===== src/rtl/pkt_dma_pkg.sv =====
package pkt_dma_pkg;

  typedef enum logic [1:0] {
    ST_IDLE = 2'd0,
    ST_RD   = 2'd1,
    ST_GAP  = 2'd2,
    ST_WR   = 2'd3
  } dma_state_e;

  localparam logic [1:0] FLD_SRC = 2'd0;
  localparam logic [1:0] FLD_DST = 2'd1;
  localparam logic [1:0] FLD_CNT = 2'd2;
  localparam logic [1:0] FLD_CTL = 2'd3;

endpackage


===== src/rtl/pkt_dma_rr_arb.sv =====
module pkt_dma_rr_arb #(
  parameter int unsigned N  = 4,
  parameter int unsigned IW = $clog2(N)
) (
  input  logic [N-1:0]  req,
  input  logic [IW-1:0] last,
  output logic          any,
  output logic [IW-1:0] idx
);

  // Scan from farthest to nearest after 'last'; the nearest requester wins.
  always_comb begin
    any = 1'b0;
    idx = last;
    for (int off = N; off >= 1; off--) begin
      int cand;
      cand = (int'(last) + off) % N;
      if (req[cand]) begin
        any = 1'b1;
        idx = cand[IW-1:0];
      end
    end
  end

endmodule


===== src/rtl/pkt_dma_fifo.sv =====
module pkt_dma_fifo #(
  parameter int unsigned DW    = 32,
  parameter int unsigned DEPTH = 4,
  parameter int unsigned PW    = $clog2(DEPTH)
) (
  input  logic          clk,
  input  logic          rst_n,
  input  logic          push,
  input  logic [DW-1:0] wdata,
  input  logic          pop,
  output logic [DW-1:0] rdata,
  output logic [PW:0]   count
);

  logic [DW-1:0] store_q [DEPTH];
  logic [PW-1:0] wp_q, rp_q;

  // Data storage carries no reset.
  always_ff @(posedge clk) begin
    if (push) store_q[wp_q] <= wdata;
  end

  always_ff @(posedge clk or negedge rst_n) begin
    if (!rst_n) begin
      wp_q  <= '0;
      rp_q  <= '0;
      count <= '0;
    end else begin
      if (push) wp_q <= wp_q + 1'b1;
      if (pop)  rp_q <= rp_q + 1'b1;
      if (push && !pop)      count <= count + 1'b1;
      else if (pop && !push) count <= count - 1'b1;
    end
  end

  assign rdata = store_q[rp_q];

endmodule


===== src/rtl/pkt_dma_chregs.sv =====
module pkt_dma_chregs import pkt_dma_pkg::*; #(
  parameter int unsigned NCH = 4,
  parameter int unsigned AW  = 32,
  parameter int unsigned CW  = 16,
  parameter int unsigned PKT = 4,
  parameter int unsigned WB  = 4,
  parameter int unsigned CHW = $clog2(NCH)
) (
  input  logic                    clk,
  input  logic                    rst_n,
  input  logic                    sw_we,
  input  logic [CHW-1:0]          sw_ch,
  input  logic [1:0]              sw_fld,
  input  logic [AW-1:0]           sw_wdata,
  input  logic [NCH-1:0]          sw_clr,
  input  logic                    eng_upd,
  input  logic [CHW-1:0]          eng_ch,
  output logic [NCH-1:0][AW-1:0]  src_o,
  output logic [NCH-1:0][AW-1:0]  dst_o,
  output logic [NCH-1:0][CW-1:0]  cnt_o,
  output logic [NCH-1:0]          en_o,
  output logic [NCH-1:0]          done_o
);

  localparam logic [AW-1:0] ADDR_STEP = AW'(PKT * WB);
  localparam logic [CW-1:0] CNT_STEP  = CW'(PKT);

  for (genvar g = 0; g < NCH; g++) begin : g_ch
    logic upd, wr, last_pkt;
    assign upd      = eng_upd && (eng_ch == CHW'(g));
    assign wr       = sw_we && (sw_ch == CHW'(g));
    assign last_pkt = cnt_o[g] <= CNT_STEP;

    // Engine update wins over a software write in the same cycle.
    always_ff @(posedge clk or negedge rst_n) begin
      if (!rst_n) begin
        src_o[g]  <= '0;
        dst_o[g]  <= '0;
        cnt_o[g]  <= '0;
        en_o[g]   <= 1'b0;
        done_o[g] <= 1'b0;
      end else begin
        if (upd)                          src_o[g] <= src_o[g] + ADDR_STEP;
        else if (wr && sw_fld == FLD_SRC) src_o[g] <= sw_wdata;

        if (upd)                          dst_o[g] <= dst_o[g] + ADDR_STEP;
        else if (wr && sw_fld == FLD_DST) dst_o[g] <= sw_wdata;

        if (upd)                          cnt_o[g] <= last_pkt ? '0 : cnt_o[g] - CNT_STEP;
        else if (wr && sw_fld == FLD_CNT) cnt_o[g] <= sw_wdata[CW-1:0];

        if (upd && last_pkt)              en_o[g] <= 1'b0;
        else if (wr && sw_fld == FLD_CTL) en_o[g] <= sw_wdata[0];

        if (upd && last_pkt)              done_o[g] <= 1'b1;
        else if (sw_clr[g])               done_o[g] <= 1'b0;
      end
    end
  end

endmodule


===== src/rtl/pkt_dma.sv =====
module pkt_dma import pkt_dma_pkg::*; #(
  parameter int unsigned NCH = 4,
  parameter int unsigned AW  = 32,
  parameter int unsigned DW  = 32,
  parameter int unsigned CW  = 16,
  parameter int unsigned PKT = 4,
  parameter int unsigned CHW = $clog2(NCH),
  parameter int unsigned RAW = CHW + 3
) (
  input  logic           clk,
  input  logic           rst_n,
  input  logic [NCH-1:0] dma_req,
  input  logic           reg_wr,
  input  logic [RAW-1:0] reg_addr,
  input  logic [AW-1:0]  reg_wdata,
  output logic [AW-1:0]  reg_rdata,
  output logic           mem_req,
  output logic           mem_we,
  output logic [AW-1:0]  mem_addr,
  output logic [DW-1:0]  mem_wdata,
  input  logic [DW-1:0]  mem_rdata,
  output logic [NCH-1:0] irq_done
);

  localparam int unsigned BW  = $clog2(PKT);
  localparam int unsigned WB  = DW / 8;
  localparam int unsigned BSH = $clog2(WB);
  localparam logic [BW-1:0] BEAT_LAST = BW'(PKT - 1);

  dma_state_e state_q, state_d;
  logic [BW-1:0]  beat_q, beat_d;
  logic [CHW-1:0] cur_q, cur_d, last_q, last_d;
  logic           rd_pend_q;
  logic           eng_upd;

  logic [NCH-1:0][AW-1:0] src_v, dst_v;
  logic [NCH-1:0][CW-1:0] cnt_v;
  logic [NCH-1:0]         en_vec, done_vec, cnt_nz, elig;
  logic                   arb_any;
  logic [CHW-1:0]         arb_idx;
  logic [BW:0]            fifo_cnt;
  logic [AW-1:0]          base_addr;

  logic           stat_sel, sw_we;
  logic [NCH-1:0] sw_clr;
  logic [CHW-1:0] rd_ch;
  logic [1:0]     rd_fld;

  // ---------------- register port decode ----------------
  assign stat_sel = reg_addr[RAW-1];
  assign rd_ch    = reg_addr[CHW+1:2];
  assign rd_fld   = reg_addr[1:0];
  assign sw_we    = reg_wr && !stat_sel;
  assign sw_clr   = (reg_wr && stat_sel) ? reg_wdata[NCH-1:0] : '0;

  pkt_dma_chregs #(.NCH(NCH), .AW(AW), .CW(CW), .PKT(PKT), .WB(WB), .CHW(CHW)) u_regs (
    .clk      (clk),
    .rst_n    (rst_n),
    .sw_we    (sw_we),
    .sw_ch    (rd_ch),
    .sw_fld   (rd_fld),
    .sw_wdata (reg_wdata),
    .sw_clr   (sw_clr),
    .eng_upd  (eng_upd),
    .eng_ch   (cur_q),
    .src_o    (src_v),
    .dst_o    (dst_v),
    .cnt_o    (cnt_v),
    .en_o     (en_vec),
    .done_o   (done_vec)
  );

  always_comb begin
    if (stat_sel) begin
      reg_rdata = AW'(done_vec);
    end else begin
      unique case (rd_fld)
        FLD_SRC: reg_rdata = src_v[rd_ch];
        FLD_DST: reg_rdata = dst_v[rd_ch];
        FLD_CNT: reg_rdata = AW'(cnt_v[rd_ch]);
        default: reg_rdata = AW'(en_vec[rd_ch]);
      endcase
    end
  end

  assign irq_done = done_vec;

  // ---------------- request qualification and arbitration ----------------
  for (genvar g = 0; g < NCH; g++) begin : g_nz
    assign cnt_nz[g] = |cnt_v[g];
  end
  assign elig = dma_req & en_vec & cnt_nz;

  pkt_dma_rr_arb #(.N(NCH), .IW(CHW)) u_arb (
    .req  (elig),
    .last (last_q),
    .any  (arb_any),
    .idx  (arb_idx)
  );

  // ---------------- control state machine ----------------
  always_comb begin
    state_d = state_q;
    beat_d  = beat_q;
    cur_d   = cur_q;
    last_d  = last_q;
    eng_upd = 1'b0;
    unique case (state_q)
      ST_IDLE: if (arb_any) begin
        state_d = ST_RD;
        beat_d  = '0;
        cur_d   = arb_idx;
        last_d  = arb_idx;
      end
      ST_RD: begin
        beat_d = beat_q + 1'b1;
        if (beat_q == BEAT_LAST) state_d = ST_GAP;
      end
      ST_GAP: state_d = ST_WR;
      default: begin
        beat_d = beat_q + 1'b1;
        if (beat_q == BEAT_LAST) begin
          state_d = ST_IDLE;
          eng_upd = 1'b1;
        end
      end
    endcase
  end

  always_ff @(posedge clk or negedge rst_n) begin
    if (!rst_n) begin
      state_q   <= ST_IDLE;
      beat_q    <= '0;
      cur_q     <= '0;
      last_q    <= CHW'(NCH - 1);
      rd_pend_q <= 1'b0;
    end else begin
      state_q   <= state_d;
      beat_q    <= beat_d;
      cur_q     <= cur_d;
      last_q    <= last_d;
      rd_pend_q <= (state_q == ST_RD);
    end
  end

  // ---------------- master port ----------------
  assign mem_req   = (state_q == ST_RD) || (state_q == ST_WR);
  assign mem_we    = (state_q == ST_WR);
  assign base_addr = mem_we ? dst_v[cur_q] : src_v[cur_q];
  assign mem_addr  = base_addr + (AW'(beat_q) << BSH);

  pkt_dma_fifo #(.DW(DW), .DEPTH(PKT), .PW(BW)) u_fifo (
    .clk   (clk),
    .rst_n (rst_n),
    .push  (rd_pend_q),
    .wdata (mem_rdata),
    .pop   (mem_we),
    .rdata (mem_wdata),
    .count (fifo_cnt)
  );

endmodule


===== config.mk =====
export PLATFORM = sky130hd
export DESIGN_NAME = pkt_dma
export DESIGN_NICKNAME = d
export VERILOG_FILES = /design/src/rtl/pkt_dma_pkg.sv /design/src/rtl/pkt_dma_rr_arb.sv /design/src/rtl/pkt_dma_fifo.sv /design/src/rtl/pkt_dma_chregs.sv /design/src/rtl/pkt_dma.sv
export SDC_FILE = /design/constraint.sdc
export NUM_CORES = 1
export LEC_CHECK = 0
export CORE_MARGIN = 4
export CORE_UTILIZATION = 30
export CTS_CLUSTER_DIAMETER = 120
export DETAILED_ROUTE_END_ITERATION = 8
export MAX_ROUTING_LAYER = met4
export RECOVER_POWER = 25
export SLEW_MARGIN = 20
export SYNTH_ARGS = -nofsm -noshare
export SYNTH_HDL_FRONTEND = slang
export SYNTH_SLANG_ARGS = --single-unit
export TNS_END_PERCENT = 100

===== constraint.sdc =====
create_clock -name clk -period 5.8 [get_ports clk]
set_input_delay 1.16 -clock clk [delete_from_list [all_inputs] [get_ports clk]]
set_output_delay 1.16 -clock clk [all_outputs]
set_load 0.02 [all_outputs]

==> out/results.ini, run 1 <==
[finish]
area_growth_pct=17.8
seqCellArea_mm2=0.0124
fill_cells=9559
fin_util=0.356
multi_input_area_mm2=0.0153
nets=3132
drive_above_1_share=0.138
stdcell_count=4336

[global_routing]
grt-ovfl-total=0
grt_use_total=0.214
grt_pass1_vias=24400
antenna_found_initial=6
grt_max_degree=107
grt_pass1_wl_um=162000

[route]
drt-met1-wl_um=44400
wl_met3_um=12900
ant_nets=0
post_drt_wl_per_cell_um=25.2
num_vias=26000
first_iter_violations=3380
drt_pass1_iterations=7
maxUsedRoutingLayer=met4
vias_per_cell=6.01
finalWirelength_um=109000
met2_wirelength_um=47400
drc=0

[synthesis]
yosysUniqueCellTypes=89
yosys.area.top_type=dfrtp_1
yosys-top-cells-count=nor2_1 (385), dfrtp_1 (339), nand2_1 (329), o21ai_0 (189), a21oi_1 (183)
yosysMostFrequentCell=nor2_1
yosysSeqAreaShare=0.431
ys_warn_count=0
synth_top_area_frac=0.295
synth_edf_count=128
syn_area_mm2=0.0287
netlist_instances=2922
syn_avg_cell_area_um2=9.83
synth_area_leaders=dfrtp_1 (30%), edfxtp_1 (13%), mux4_2 (12%)
ys_seq_elements=469
syn_nets=3031
synth-async-reset-ratio=0.727
synth_ff_type=dfrtp_1

[worst_setup_path]
end_kind=output port
crit_path_top_delay_cell=clkdlybuf4s50_1
crit_chain=ha_4, clkinv_1, buf_4, nand2_1, nand2_1, ha_1, a21oi_1, nor2_1, nand3_4, nor3b_1, xor2_2, clkdlybuf4s50_1
crit_top_cell=nand2_1
max_stage_delay_ns=0.67
crit_path_max_fanout=16
cp.arrival_ns=4.47
path_class=register to output port
cp.required_ns=4.64
crit_buf_inv=3
reg2regPathDepth=8
critical_path.top_delay_family=simple AND/OR/NAND/NOR gates
r2r-end=u_regs.dst_o[62]
startpoint_type=register
regToRegSetupSlack_ns=1.55
r2r_start=cur_q[0]

[power_and_ir_drop]
ir_drop_uv=398
netSwitchingFraction=0.421
seqPwrFrac=0.370
powerDensity_mw_per_mm2=509
switchingPower_mw=7.24
combPwrFrac=0.405
p_leak_nw=12.7
p_clk_frac=0.225
internal_power_mw=9.97

[hold_path]
holdCritStartpoint=u_regs.src_o[65]
hold_path.class=register to register
hold_path_end=u_regs.src_o[65]
whs_path_depth=2

[timing]
fin_tns_setup_ns=0
setup_violations=0
fin_crit_sh=0.971
rsz0062_at_grt=false
min_period_ns=5.63
slew_violations=137
relSlewSlack=-0.998
fmax_mhz=178
hold_violations=0
tightest_slew_ns=3.00
clock_skew_ns=0.0426

[floorplan]
dieHeight_um=317
initial_core_util=0.302
core_area_mm2=0.0950
fp.dieW_um=317
row_count=113
dieArea_mm2=0.101
ioPinCount=178

[status]
violations=max-capacitance violations, max-slew violations
status=finished with violations

[placed_design]
port_buffers=177
place_congestion=0.986
hpwl_um=79700
placedCellCount=4225

[clock_tree]
cts-root-buf=clkbuf_16
cts.clk_slew.worst_paths_ns=0.06
clock_latency_ns=0.65
cts_inserted_buffers=56
ctsHoldBuffers=0
clock_sinks=469
cts_tree=built
clockBufferDepth=3
ctsHtreeMaxLevel=2

[flow_run]
maxCapViolations=2

==> kinds of logic (layout without fill, tap and decap cells) <==
logic type,after synthesis,after routing,share of synthesized area
buffers and inverters,261,409,0.0390
adders and majority gates,33,33,0.0146
DFF,469,469,0.431
xor gates and xnor gates,31,31,0.00945
other,0,1,0
and+or+nand+nor,1155,1155,0.187
AOI/OAI and AO/OA,739,739,0.169
muxes,234,234,0.150
==> flip-flops by register name, summed over array words and instances (netlist names), 4 cells and up <==
name / flops
u_regs.done_o: 4
u_regs.cnt_o: 64
u_regs.en_o: 4
u_fifo.store_q: 128
u_regs.dst_o: 128
u_regs.src_o: 128
==> layout make-up <==
type | instances | share of cell area
Multi-Input combinational cell | 2192 | 0.452
Sequential cell | 469 | 0.366
Timing Repair Buffer | 250 | 0.0697
Tap cell | 1265 | 0.0468
Clock buffer | 60 | 0.0434
Clock inverter | 45 | 0.0160
Inverter | 54 | 0.00599
Antenna cell | 1 | 0.0000740
==> tightest hold or removal path: cells and delay by family (launching register included) <==
family | cells | cell delay, ns
flops | 1 | 0.36
simple gates | 2 | 0.11
==> how the worst max path moves through the flow <==
stage,depth (start not counted),slack [ns],to,from
6_report,12,0.17,mem_addr[15],state_q[1]
5_1_grt,12,0.01,mem_addr[15],state_q[0]
4_1_cts,12,0.07,mem_addr[15],state_q[0]
3_5_place_dp,8,0.59,mem_addr[29],cur_q[1]
3_3_place_gp,8,0.66,mem_addr[29],cur_q[1]
2_1_floorplan,16,1.18,mem_addr[29],cur_q[1]
==> routing by layer <==
| layer | vias up | track usage |
|---|---|---|
| met5 | - | - |
| met4 | 0 | 0.0813 |
| met3 | 267 | 0.0506 |
| met2 | 1609 | 0.311 |
| met1 | 12900 | 0.292 |
| li1 | 11300 | - |
==> through the flow <==
step	power [mW]	setup slack (ns)	hold slack (ns)	instance area [um2]
floorplan	10.1	1.18	0.458	28700
detailed placement	13.1	0.594	0.484	31800
global placement	13.0	0.657	0.477	31800
finish	17.2	0.171	0.503	33800
global route	18.0	0.0141	0.528	33800
CTS	17.1	0.0660	0.499	33800
==> layout by cell type (no fill, tap or decap), types with 23 or more instances in the layout <==
master and n:
and3_1 59, nor2_1 381, o221a_2 27, o21ai_0 188
a311oi_1 44, xnor2_1 23, mux4_2 152, a21oi_1 183
clkbuf_16 58, nand4_1 38, nand2_1 329, ha_1 31
clkdlybuf4s50_1 141, dfrtp_1 336, a211oi_1 78, and2_1 23
buf_4 69, a31oi_1 27, inv_1 52, nand3_1 85
edfxtp_1 128, o22ai_1 43, nor4_1 23, nor3_1 110
mux2i_1 56, dlygate4sd3_1 32
==> timing repair <==
item	CTS	global route
setup buffers	1	4
pin swaps	0	2
resized for setup	1	3
cloned	0	0
setup endpoints to repair	5	4
==> power by group through the flow <==
stage	Clock (mW)	Combinational, mW	Sequential (mW)
floorplan	0	4.82	5.31
global placement	0	6.76	6.28
detailed placement	0	6.82	6.29
CTS	3.95	6.90	6.22
global route	4.08	7.45	6.46
finish	3.88	6.97	6.36
Note: power is estimated with default switching activity, not from simulation.
==> run 2: changes to the inputs <==
CELL_PAD_IN_SITES_DETAIL_PLACEMENT = 1   (was not set)
CELL_PAD_IN_SITES_GLOBAL_PLACEMENT = 1   (was not set)
CORE_ASPECT_RATIO = 0.5   (was not set)
PLACE_DENSITY_LB_ADDON = 0.1   (was not set)
==> out/results.ini, run 2 (same netlist as run 1, synthesis figures left out) <==
[timing]
clock_skew_ns=0.0358  ; was 0.0426 ns
hold_violations=0  ; unchanged
fin_crit_sh=0.985  ; was 0.971
slew_violations=121  ; was 137
setup_violations=0  ; unchanged
tightest_slew_ns=2.56  ; was 3.00 ns
relSlewSlack=-0.708  ; was -0.998
fin_tns_setup_ns=0  ; unchanged
min_period_ns=5.71  ; was 5.63 ns
final.setup.worst_slack_ns=0.0875  ; was 0.171 ns
rsz0062_at_grt=true  ; was false
fmax_mhz=175  ; was 178 MHz

[worst_setup_path]
reg2regPathDepth=9  ; was 8
r2r_start=cur_q[0]  ; unchanged
path_class=register to output port  ; unchanged
r2r-end=u_regs.dst_o[62]  ; unchanged
cp.required_ns=4.64  ; about the same
crit_path_max_fanout=22  ; was 16
regToRegSetupSlack_ns=1.95  ; was 1.55 ns
cp.arrival_ns=4.55  ; was 4.47 ns
worstSetupEndpoint=mem_addr[15]  ; unchanged
startpoint_type=register  ; unchanged
end_kind=output port  ; unchanged
critPathLaunch=state_q[0]  ; was state_q[1]

[route]
drt-met1-wl_um=56900  ; was 44400 um
drc=0  ; unchanged
met2_wirelength_um=58500  ; was 47400 um
post_drt_wl_per_cell_um=29.1  ; was 25.2 um
finalWirelength_um=126000  ; was 109000 um
first_iter_violations=2385  ; was 3380
ant_nets=0  ; unchanged
wl_met3_um=5840  ; was 12900 um
num_vias=25500  ; was 26000
vias_per_cell=5.91  ; was 6.01
maxUsedRoutingLayer=met4  ; unchanged
drt_pass1_iterations=5  ; was 7

[clock_tree]
cts_tree=built  ; unchanged
clock_sinks=469  ; unchanged
cts_inserted_buffers=51  ; was 56
clockBufferDepth=3  ; unchanged
ctsHtreeMaxLevel=2  ; unchanged
ctsHoldBuffers=0  ; unchanged
clock_latency_ns=0.65  ; about the same
cts.clk_slew.worst_paths_ns=0.08  ; was 0.06 ns
cts-root-buf=clkbuf_16  ; unchanged

[power_and_ir_drop]
internal_power_mw=9.57  ; was 9.97 mW
p_clk_frac=0.204  ; was 0.225
combPwrFrac=0.418  ; was 0.405
powerDensity_mw_per_mm2=504  ; was 509 mW/mm2
ir_drop_uv=233  ; was 398 uV
seqPwrFrac=0.378  ; was 0.370
netSwitchingFraction=0.434  ; was 0.421
switchingPower_mw=7.34  ; was 7.24 mW
p_leak_nw=12.5  ; was 12.7 nW

[floorplan]
dieHeight_um=227  ; was 317 um
ioPinCount=178  ; unchanged
fp.dieW_um=446  ; was 317 um
initial_core_util=0.306  ; was 0.302
dieArea_mm2=0.101  ; about the same
row_count=79  ; was 113
core_area_mm2=0.0940  ; was 0.0950 mm2

[finish]
fin_util=0.357  ; was 0.356
design_area_mm2=0.0335  ; was 0.0338 mm2
final_cell_mix=nor2_1 (373), dfrtp_1 (336), nand2_1 (325)  ; was nor2_1 (381), dfrtp_1 (336), nand2_1 (329)
top_regs=u_fifo.store_q x128, u_regs.dst_o x128, u_regs.src_o x128  ; unchanged
final_common_cell=nor2_1  ; unchanged
area_growth_pct=16.8  ; was 17.8%
nets=3124  ; was 3132
drive_above_1_share=0.138  ; about the same
stdcell_count=4315  ; was 4336

[placed_design]
placed_area_mm2=0.0318  ; about the same
place_congestion=0.900  ; was 0.986
port_buffers=177  ; unchanged
preCtsSetupSlack_ns=0.564  ; was 0.594 ns
hpwl_um=93600  ; was 79700 um
placedCellCount=4215  ; was 4225

[flow_run]
maxCapViolations=2  ; unchanged

[status]
status=finished with violations  ; unchanged
violations=max-capacitance violations, max-slew violations  ; unchanged

[global_routing]
grt_pass1_wl_um=182000  ; was 162000 um
grt_pass1_vias=25500  ; was 24400
grt_max_degree=100  ; was 107
grt-ovfl-total=0  ; unchanged
antenna_found_initial=4  ; was 6
grt_use_total=0.251  ; was 0.214

[hold_path]
hold_path.class=register to register  ; unchanged
holdCritStartpoint=u_regs.src_o[1]  ; was u_regs.src_o[65]

[run 2: repair_timing]
| item | 4_1_cts | 5_1_grt |
|---|---|---|
| buffers inserted | 0 | 2 |
| resized for setup | 2 | 4 |
| endpoints found under the setup margin | 10 | 13 |
| pin swaps | 0 | 1 |
[run 2: per-layer routing]
layer,vias up,GRT usage
met5,-,-
met1,13300,0.338
li1,11300,-
met3,187,0.0309
met4,0,0.0766
met2,743,0.398
[run 2: worst max-delay path, cell delays in order (launching register included)]
cell and delay [ns]:
dfrtp_1 0.47, ha_4 0.29, buf_4 0.26, buf_4 0.17, nand2b_1 0.27, o22ai_1 0.14
a22o_1 0.26, nor4_4 0.28, buf_4 0.22, nand3_4 0.19, nor3b_1 0.29, xor2_1 0.35
clkdlybuf4s50_1 0.68
[run 2: final cells by class]
type	count	area, um2
Tap cell	1255	1570
Fill cell	10500	60500
Clock inverter	32	304
Sequential cell	469	12400
Multi-Input combinational cell	2192	15300
Antenna cell	2	5.00
Clock buffer	64	1400
Timing Repair Buffer	247	2330
Inverter	54	204
[run 2: through the flow]
step,power (mW),hold slack [ns]
6_report,16.9,0.513
5_1_grt,17.8,0.534
4_1_cts,17.0,0.505
3_5_place_dp,13.5,0.491
3_3_place_gp,13.4,0.490
2_1_floorplan,10.1,0.458
[run 2: power groups by stage]
| stage | Sequential, mW | Combinational, mW | Clock (mW) |
|---|---|---|---|
| 3_5_place_dp | 6.46 | 7.04 | 0 |
| 6_report | 6.40 | 7.06 | 3.45 |
| 5_1_grt | 6.53 | 7.59 | 3.70 |
| 4_1_cts | 6.41 | 7.06 | 3.55 |
| 3_3_place_gp | 6.42 | 6.94 | 0 |
| 2_1_floorplan | 5.31 | 4.82 | 0 |
[run 2: worst min path at each step]
stage,slack (ns),cells past startpoint,to
after CTS,0.51,2,u_regs.src_o[1]
after global routing,0.53,1,u_regs.cnt_o[17]
after global placement,0.49,2,u_regs.dst_o[96]
after floorplan,0.46,2,u_regs.src_o[64]
after detailed placement,0.49,2,u_regs.src_o[1]
final,0.51,2,u_regs.src_o[1]
